<file path="src/rtl/evt_timer_pkg.sv">
package evt_timer_pkg;

  // byte offsets of the register window
  localparam int unsigned OFF_RELOAD_LO = 'h000;
  localparam int unsigned OFF_CTRL      = 'h004;
  localparam int unsigned OFF_COUNT_LO  = 'h008;
  localparam int unsigned OFF_COUNT_HI  = 'h00C;
  localparam int unsigned OFF_MASK_SET  = 'h02C;
  localparam int unsigned OFF_MASK_CLR  = 'h030;
  localparam int unsigned OFF_ACK       = 'h034;

  // control word bit positions
  localparam int unsigned EN_BIT   = 24;
  localparam int unsigned REP_BIT  = 28;
  localparam int unsigned LOAD_BIT = 30;

  // decoded write strobes from control to datapath
  typedef struct packed {
    logic wrLow;
    logic wrCtrl;
    logic maskSet;
    logic maskClr;
    logic ack;
  } evtStrobe_t;

endpackage

</file>
<file path="src/rtl/evt_ctrl.sv">
module evt_ctrl
  import evt_timer_pkg::*;
#(
  parameter int ADDR_W = 8,
  parameter int DATA_W = 32,
  parameter int CNT_W  = 56
) (
  input  logic              clk,
  input  logic              rstN,
  input  logic              busWrite,
  input  logic [ADDR_W-1:0] busAddr,
  input  logic [DATA_W-1:0] busWdata,
  input  logic              expire,
  input  logic [DATA_W-1:0] reloadLow,
  input  logic [CNT_W-DATA_W-1:0] ctrlHigh,
  input  logic              runFlag,
  input  logic              repFlag,
  input  logic [CNT_W-1:0]  countVal,
  output evtStrobe_t        strobe,
  output logic              pending,
  output logic              maskEn,
  output logic [DATA_W-1:0] busRdata,
  output logic              irqOut
);

  localparam int HIGH_W = CNT_W - DATA_W;

  // address decode into strobes
  always_comb begin
    strobe = '0;
    if (busWrite) begin
      strobe.wrLow   = (busAddr == ADDR_W'(OFF_RELOAD_LO));
      strobe.wrCtrl  = (busAddr == ADDR_W'(OFF_CTRL));
      strobe.maskSet = (busAddr == ADDR_W'(OFF_MASK_SET)) && busWdata[0];
      strobe.maskClr = (busAddr == ADDR_W'(OFF_MASK_CLR)) && busWdata[0];
      strobe.ack     = (busAddr == ADDR_W'(OFF_ACK)) && busWdata[0];
    end
  end

  // interrupt enable with separate set and clear addresses
  always_ff @(posedge clk) begin
    if (!rstN) maskEn <= 1'b0;
    else if (strobe.maskSet) maskEn <= 1'b1;
    else if (strobe.maskClr) maskEn <= 1'b0;
  end

  // pending flag: a new expiry outranks an acknowledge
  always_ff @(posedge clk) begin
    if (!rstN) pending <= 1'b0;
    else if (expire) pending <= 1'b1;
    else if (strobe.ack) pending <= 1'b0;
  end

  assign irqOut = pending & maskEn;

  // read mux
  logic [DATA_W-1:0] ctrlWord;
  always_comb begin
    ctrlWord = '0;
    ctrlWord[HIGH_W-1:0] = ctrlHigh;
    ctrlWord[EN_BIT]     = runFlag;
    ctrlWord[REP_BIT]    = repFlag;
  end

  always_comb begin
    busRdata = '0;
    case (busAddr)
      ADDR_W'(OFF_RELOAD_LO): busRdata = reloadLow;
      ADDR_W'(OFF_CTRL):      busRdata = ctrlWord;
      ADDR_W'(OFF_COUNT_LO):  busRdata = countVal[DATA_W-1:0];
      ADDR_W'(OFF_COUNT_HI):  busRdata = {{(DATA_W-HIGH_W){1'b0}}, countVal[CNT_W-1:DATA_W]};
      ADDR_W'(OFF_MASK_SET):  busRdata = {{(DATA_W-1){1'b0}}, maskEn};
      ADDR_W'(OFF_ACK):       busRdata = {{(DATA_W-1){1'b0}}, pending};
      default:                busRdata = '0;
    endcase
  end

endmodule

</file>
<file path="src/rtl/evt_datapath.sv">
module evt_datapath
  import evt_timer_pkg::*;
#(
  parameter int DATA_W = 32,
  parameter int CNT_W  = 56
) (
  input  logic              clk,
  input  logic              rstN,
  input  evtStrobe_t        strobe,
  input  logic [DATA_W-1:0] busWdata,
  output logic [DATA_W-1:0] reloadLow,
  output logic [CNT_W-DATA_W-1:0] ctrlHigh,
  output logic              runFlag,
  output logic              repFlag,
  output logic [CNT_W-1:0]  countVal,
  output logic              expire
);

  localparam int HIGH_W = CNT_W - DATA_W;

  logic [CNT_W-1:0] reloadVal;
  logic [CNT_W-1:0] loadVal;

  assign reloadVal = {ctrlHigh, reloadLow};
  assign loadVal   = {busWdata[HIGH_W-1:0], reloadLow};

  // last step of a running count; a control write in the same clock takes over
  assign expire = runFlag && (countVal <= CNT_W'(1)) && !strobe.wrCtrl;

  always_ff @(posedge clk) begin
    if (!rstN) reloadLow <= '0;
    else if (strobe.wrLow) reloadLow <= busWdata;
  end

  always_ff @(posedge clk) begin
    if (!rstN) begin
      ctrlHigh <= '0;
      runFlag  <= 1'b0;
      repFlag  <= 1'b0;
      countVal <= '0;
    end else if (strobe.wrCtrl) begin
      ctrlHigh <= busWdata[HIGH_W-1:0];
      runFlag  <= busWdata[EN_BIT];
      repFlag  <= busWdata[REP_BIT];
      if (busWdata[LOAD_BIT]) countVal <= loadVal;
    end else if (expire) begin
      if (repFlag) begin
        countVal <= reloadVal;
      end else begin
        countVal <= '0;
        runFlag  <= 1'b0;
      end
    end else if (runFlag) begin
      countVal <= countVal - CNT_W'(1);
    end
  end

endmodule

</file>
<file path="src/rtl/evt_timer.sv">
module evt_timer
  import evt_timer_pkg::*;
#(
  parameter int ADDR_W = 8,
  parameter int DATA_W = 32,
  parameter int CNT_W  = 56
) (
  input  logic              clk,
  input  logic              rstN,
  input  logic              busWrite,
  input  logic [ADDR_W-1:0] busAddr,
  input  logic [DATA_W-1:0] busWdata,
  output logic [DATA_W-1:0] busRdata,
  output logic              irqOut
);

  localparam int HIGH_W = CNT_W - DATA_W;

  evtStrobe_t        strobe;
  logic              expire;
  logic              pending;
  logic              maskEn;
  logic              runFlag;
  logic              repFlag;
  logic [DATA_W-1:0] reloadLow;
  logic [HIGH_W-1:0] ctrlHigh;
  logic [CNT_W-1:0]  countVal;

  evt_ctrl #(.ADDR_W(ADDR_W), .DATA_W(DATA_W), .CNT_W(CNT_W)) u_ctrl (
    .clk(clk), .rstN(rstN), .busWrite(busWrite), .busAddr(busAddr),
    .busWdata(busWdata), .expire(expire), .reloadLow(reloadLow),
    .ctrlHigh(ctrlHigh), .runFlag(runFlag), .repFlag(repFlag),
    .countVal(countVal), .strobe(strobe), .pending(pending),
    .maskEn(maskEn), .busRdata(busRdata), .irqOut(irqOut)
  );

  evt_datapath #(.DATA_W(DATA_W), .CNT_W(CNT_W)) u_dp (
    .clk(clk), .rstN(rstN), .strobe(strobe), .busWdata(busWdata),
    .reloadLow(reloadLow), .ctrlHigh(ctrlHigh), .runFlag(runFlag),
    .repFlag(repFlag), .countVal(countVal), .expire(expire)
  );

endmodule

</file>
<file path="config.mk">
export PLATFORM = sky130hd
export DESIGN_NAME = evt_timer
export DESIGN_NICKNAME = d
export VERILOG_FILES = /design/src/rtl/evt_timer_pkg.sv /design/src/rtl/evt_ctrl.sv /design/src/rtl/evt_datapath.sv /design/src/rtl/evt_timer.sv
export SDC_FILE = /design/constraint.sdc
export NUM_CORES = 1
export LEC_CHECK = 0
export ABC_AREA = 1
export BUFFER_PORTS_ARGS = -buffer_cell sky130_fd_sc_hd__buf_2
export CAP_MARGIN = 25
export CORE_UTILIZATION = 45
export CTS_BUF_LIST = sky130_fd_sc_hd__clkbuf_16
export DETAILED_ROUTE_END_ITERATION = 7
export GPL_TIMING_DRIVEN = 0
export PLACE_DENSITY = 0.66
export SYNTH_ARGS = -nofsm -noshare
export SYNTH_HDL_FRONTEND = slang
export SYNTH_SLANG_ARGS = --single-unit
</file>
<file path="constraint.sdc">
create_clock -name clk -period 3.2 [get_ports clk]
set_clock_uncertainty 0.1 [all_clocks]
set_input_delay 0.16 -clock clk [delete_from_list [all_inputs] [get_ports clk]]
set_output_delay 0.16 -clock clk [all_outputs]
set_load 0.02 [all_outputs]
</file>
# --- Yosys cells after proc, flatten, opt, wreduce, memory -nomap -nowiden ---
# Cells that the tools add are included.
word_totals:
  input_bits: 43
  ram_bits: 0
  latchBits: 0
  ff_bits: 116
  n_memories: 0
  romBits: 0
op_classes:
  eq_ne: 8
  n_addsub: 1
  n_shift: 0
  bitwise: 1
  n_div: 0
  n_mul: 0
  n_reduce_logical: 13
  mux: 14
  order_cmp: 1
op_table:
  columns: ["operator", "count"]
  rows:
  - ["2-to-1 mux 56 bit", 5]
  - ["case mux 32 bit (6 select lines)", 1]
  - ["less-or-equal comparator 56 x 1 -> 1 bit (second input constant)", 1]
  - ["subtractor 56 x 1 -> 56 bit (second input constant)", 1]
  - ["equality test 8 x 6 -> 1 bit (second input constant)", 3]
  - ["equality test 8 x 4 -> 1 bit (second input constant)", 2]
  - ["equality test 8 x 3 -> 1 bit (second input constant)", 1]
  - ["logical NOT 8 bit", 1]
  - ["2-to-1 mux 1 bit", 7]
  - ["nonzero test 2 bit", 3]
  - ["logical AND 1 bit", 5]
  - ["2-to-1 mux 5 bit", 1]
  - ["AND reduction 2 bit", 2]
  - ["nonzero test 3 bit", 1]
  - ["!= test 2 x 1 -> 1 bit (second input constant)", 1]
  - ["!= test 2 bit (second input constant)", 1]
  - ["AND 1 bit", 1]
  - ["logical NOT 1 bit", 1]

# --- Logic depth before layout (Yosys ltp) ---
depth:
  depth_word: 7
  depth_mapped: 14
  depth_no_buf: 14

# --- By module ---
# Synthesis repeated with hierarchy kept, for this count alone.
unflattened:
  hier_cells: 1405
  area_unflattened_um2: 8116.5
by_module_without_submodules:
  columns: ["module", "cells_per_inst", "area_per_inst_um2", "instances"]
  rows:
  - ["evt_datapath", 1138, 6882.9, 1]
  - ["evt_ctrl", 267, 1233.7, 1]

# --- Worst setup path before layout ---
# Ideal clock, no wire load.
synth_path:
  path_type: "register to register"
  start: "register u_dp.countVal[0]"
  end: "register u_dp.countVal[0]"
  arrival_ps: 1848
  setup_ps: 117
  path_stages_with_launch: 14
  n_path_buf: 2
  setup_slack_ps: 1135
  synth_period_minus_slack_ps: 2065
  path_cell_list: "dfxtp_1 inv_1 ha_1 nand2_2 nor2_2 nor2_1 nor2_1 nand4_1 buf_2 clkbuf_1 nand3_1 nand2_1 a21oi_1 nor2_1"
synth_via:
  elab_chain_cells: 5
  elab_cells_between_ends: 9
  classes_between: "add/sub (1); order compare (1); mux (3); reduce/logical (4)"
synth_rtl:
  columns: ["element", "line_no", "text"]
  rows:
  - ["start, declared", "evt_datapath.sv:15", "output logic [CNT_W-1:0] countVal,"]
  - ["start signal, assigned", "evt_datapath.sv:45", "if (busWdata[LOAD_BIT]) countVal <= loadVal;"]
  - ["start signal, assigned", "evt_datapath.sv:48", "countVal <= reloadVal;"]
  - ["start signal, assigned", "evt_datapath.sv:54", "countVal <= countVal - CNT_W'(1);"]
  - ["less-or-equal comparator 56 x 1 -> 1 bit", "evt_datapath.sv:28", "assign expire = runFlag && (countVal <= CNT_W'(1)) && !strobe.wrCtrl;"]
  - ["logical AND 1 bit (2 in a row)", "evt_datapath.sv:28", null]
  - ["nonzero test 3 bit (no line) / 2-to-1 mux 56 bit (equally long branches)", null, null]
  - ["AND reduction 2 bit (no line) / 2-to-1 mux 56 bit (equally long branches)", null, null]
# Several ways; a longest one is shown, not always the timed one. The select of a mux whose other input is x is not followed.
# A chain may end at the register's enable or synchronous reset.

# --- Worst setup path in the final report ---
layout_path:
  start: "register u_dp.countVal[35]"
  end: "register u_dp.countVal[2]"
layout_via:
  elab_chain_cells: 5
  elab_cells_between_ends: 7
  classes_between: "order compare (1); mux (2); reduce/logical (4)"
layout_rtl:
  columns: ["element", "line_no"]
  rows:
  - ["less-or-equal comparator 56 x 1 -> 1 bit (*)", "evt_datapath.sv:28"]
  - ["logical AND 1 bit (*) (2 in a row)", "evt_datapath.sv:28"]
  - ["nonzero test 3 bit (no line) / 2-to-1 mux 56 bit (equally long branches)", null]
  - ["AND reduction 2 bit (no line) / 2-to-1 mux 56 bit (equally long branches)", null]
# Mark *: on every way between the ends. The rest lies on a longest branch, timed or not.

==> out/metrics.yaml <==
timing:
  fin_crit_sh_pct: 98.2
  fmax_mhz: 318
  drv_slew: 0
  setup_tns_ns: 0
  fin_ws_ns: 0.0571
  finalHoldViolCount: 0
  tightest_slew_ns: 1.08
  hold_ws_ns: 0.00743
  fin_crit_ns: 3.14
  finalSetupViolCount: 0
  slew_headroom_pct: 28.2
  rsz0062_at_grt: "no"
clock_network:
  cts.reportedPaths.clkPinSlew_ns: 0.06
  tritoncts: "built"
  clock_sinks: 116
  cts_buffers: 17
  cts_max_level: 4
  post_cts_resize_count: 0
  clock_latency_ns: 0.44
  cts_root_buffer: "clkbuf_16"
  ctsLongestPathBuffers: 2
  cts-hold-fix-buffers: 32
  cts_setup_buffers: 0
detailed_routing:
  route.vias.total: 9302
  routed_wl_mm: 35.7
  drt_iter0_markers: 1130
  drcViolationCount: 0
  wl_per_cell_um: 22.0
  ant_nets: 0
  dr.pass1.iters: 6
  vias_per_cell: 5.73
logic_synthesis:
  synthSimpleGateAreaFrac_pct: 36.1
  syn_area_per_cell_um2: 5.99
  synthTopCellsByArea: "dfxtp_1, nand2_1, nor2_1, nand3_1, inv_1"
  synth_warnings: 0
  synth_edf_count: 0
  synth-compound-area-share_pct: 17.2
  netlist_area_um2: 7570
  synth-xor-area-share_pct: 4.40
  synthMuxAreaShare_pct: 0
  synthArstFlopShare_pct: 0
  syn_nets: 1308
  ys_seq_area_share_pct: 30.7
  synth_seq_cells: 116
  synth_top_family_by_area: "simple AND/OR/NAND/NOR gates"
  yosysUniqueCellTypes: 30
  synthAdderAreaFrac_pct: 0.331
  synth_top_area_share_pct: 30.7
  synth_area_leader_cell: "dfxtp_1"
  synthCells: 1263
  synth_ff_type: "dfxtp_1"
placement:
  gp_congestion: 1.01
  placedInstanceArea_um2: 8230
  pre_cts_ws_ns: 0.279
  numPortBuffers: 75
  dpl.hpwl_mm: 26.4
floorplan:
  row_count: 47
  start_util_pct: 45.8
  dieArea_um2: 17300
  die_w_um: 132
  io_pins: 76
  coreArea_um2: 16500
  die_y_um: 132
grt:
  antenna_found_initial: 0
  grt_max_degree: 17
  grt_pass1_wl_mm: 52.6
  grt_pass1_vias: 8611
  track_usage_pct: 41.5
  overflow: 0
power_and_ir_drop:
  p_per_area_nw_per_um2: 392
  leakage_nw: 4.92
  vdd_drop_max_v: 0.000377
setup_path:
  crit_required_ns: 3.42
  criticalPathCategory: "reg -> reg"
  endpoint_kind: "flip-flop"
  timing.critical_path.arrival_ns: 3.36
  regToRegSetupSlack_ns: 0.06
  start_kind: "flip-flop"
  worst-path-max-fanout: 10
flow_run:
  cap_violations: 0
finish:
  multi_input_area_um2: 4390
  final_core_util_pct: 55.1
  n_antenna_cell: 0
  regArea_um2: 2320
  final_nets: 1435
  design_area_um2: 9100
  syn_to_final_growth_pct: 20.3
  drive_gt1_share_pct: 9.69
  num-fill-cells: 1726
min_path:
  hold_class: "in -> reg"
run_status:
  status: "finished clean"
-- flip-flops by register name, indices dropped and copies added, names as in the netlist --
register / flops
u_dp.countVal: 56
u_dp.reloadLow: 32
u_dp.ctrlHigh: 24
u_ctrl.maskEn: 1
u_ctrl.pending: 1
u_dp.repFlag: 1
u_dp.runFlag: 1
-- power by group --
part / internal, mW / switching [mW]
Clock: 1.07 / 0.799
Combinational: 0.0960 / 0.158
Sequential: 1.45 / 0.00375
-- critical path, cell delays in order, from the launching register on --
cell,delay (ns)
dfxtp_1,0.39
nor2_1,0.33
nand2_1,0.15
nor3_1,0.75
nand4_1,0.25
buf_2,0.27
clkbuf_1,0.35
nand3_1,0.18
nand2_1,0.07
a21oi_1,0.12
nor2_1,0.05
-- worst paths after layout --
| check | startpoint | endpoint | cells past startpoint |
|---|---|---|---|
| worst min-delay path | busAddr[5] | u_ctrl.maskEn | 5 |
| worst min register to register | u_dp.ctrlHigh[10] | u_dp.ctrlHigh[10] | 2 |
| worst max-delay path | u_dp.countVal[35] | u_dp.countVal[2] | 10 |
| worst max register to register | u_dp.countVal[35] | u_dp.countVal[2] | 10 |
-- metal layers --
layer	vias to the layer above	wire, µm	GRT usage, %
met1	4311	14600	54.4
li1	4320	-	-
met5	-	0	0
met4	0	1810	22.9
met3	112	3520	8.10
met2	559	15700	63.8
-- cells in the final DEF, fill, tap and decap left out, drive strengths merged, types with 8 or more instances in the layout --
| master | count |
|---|---|
| xor2 | 38 |
| buf | 102 |
| nand2 | 296 |
| nand3 | 114 |
| dfxtp | 116 |
| clkinv | 8 |
| dlygate4sd3 | 32 |
| o22ai | 24 |
| inv | 155 |
| nor2 | 232 |
| clkbuf | 54 |
| nand4 | 11 |
| o21ai | 93 |
| a21oi | 85 |
| a221o | 23 |
-- cell families (layout without fill, tap and decap cells) --
| group | after synthesis | in the layout |
|---|---|---|
| and+or+nand+nor | 664 | 664 |
| buffers and inverters | 216 | 356 |
| xor gates and xnor gates | 38 | 38 |
| adders and majority gates | 2 | 2 |
| DFF | 116 | 116 |
| AOI/OAI and AO/OA | 227 | 227 |
-- cell type report --
| type | instances | share of cell area (%) |
|---|---|---|
| multi-input combinational | 931 | 48.2 |
| sequential | 116 | 25.5 |
| timing repair buffer | 108 | 7.76 |
| inverter | 153 | 6.31 |
| clock buffer | 17 | 4.67 |
| buffer | 63 | 3.06 |
| tap | 220 | 3.02 |
| clock inverter | 15 | 1.44 |
-- through the flow --
step           power [mW]  instances
3_3_place_gp         1.70       1558
5_1_grt              3.65       1623
3_5_place_dp         1.70       1559
4_1_cts              3.56       1623
6_report             3.57       1623
2_1_floorplan        1.60       1263
-- cell usage after synthesis (10+ instances only) --
master and count:
buf_2 10, inv_1 149, nor2_1 227, xor2_1 38, buf_1 10, clkbuf_1 37
a221o_1 23, nand3_1 114, o22ai_1 24, nand4_1 11, dfxtp_1 116, a21oi_1 84
o21ai_0 81, nand2_1 293, o21ai_1 12
Note: power is estimated with default switching activity, not from simulation.
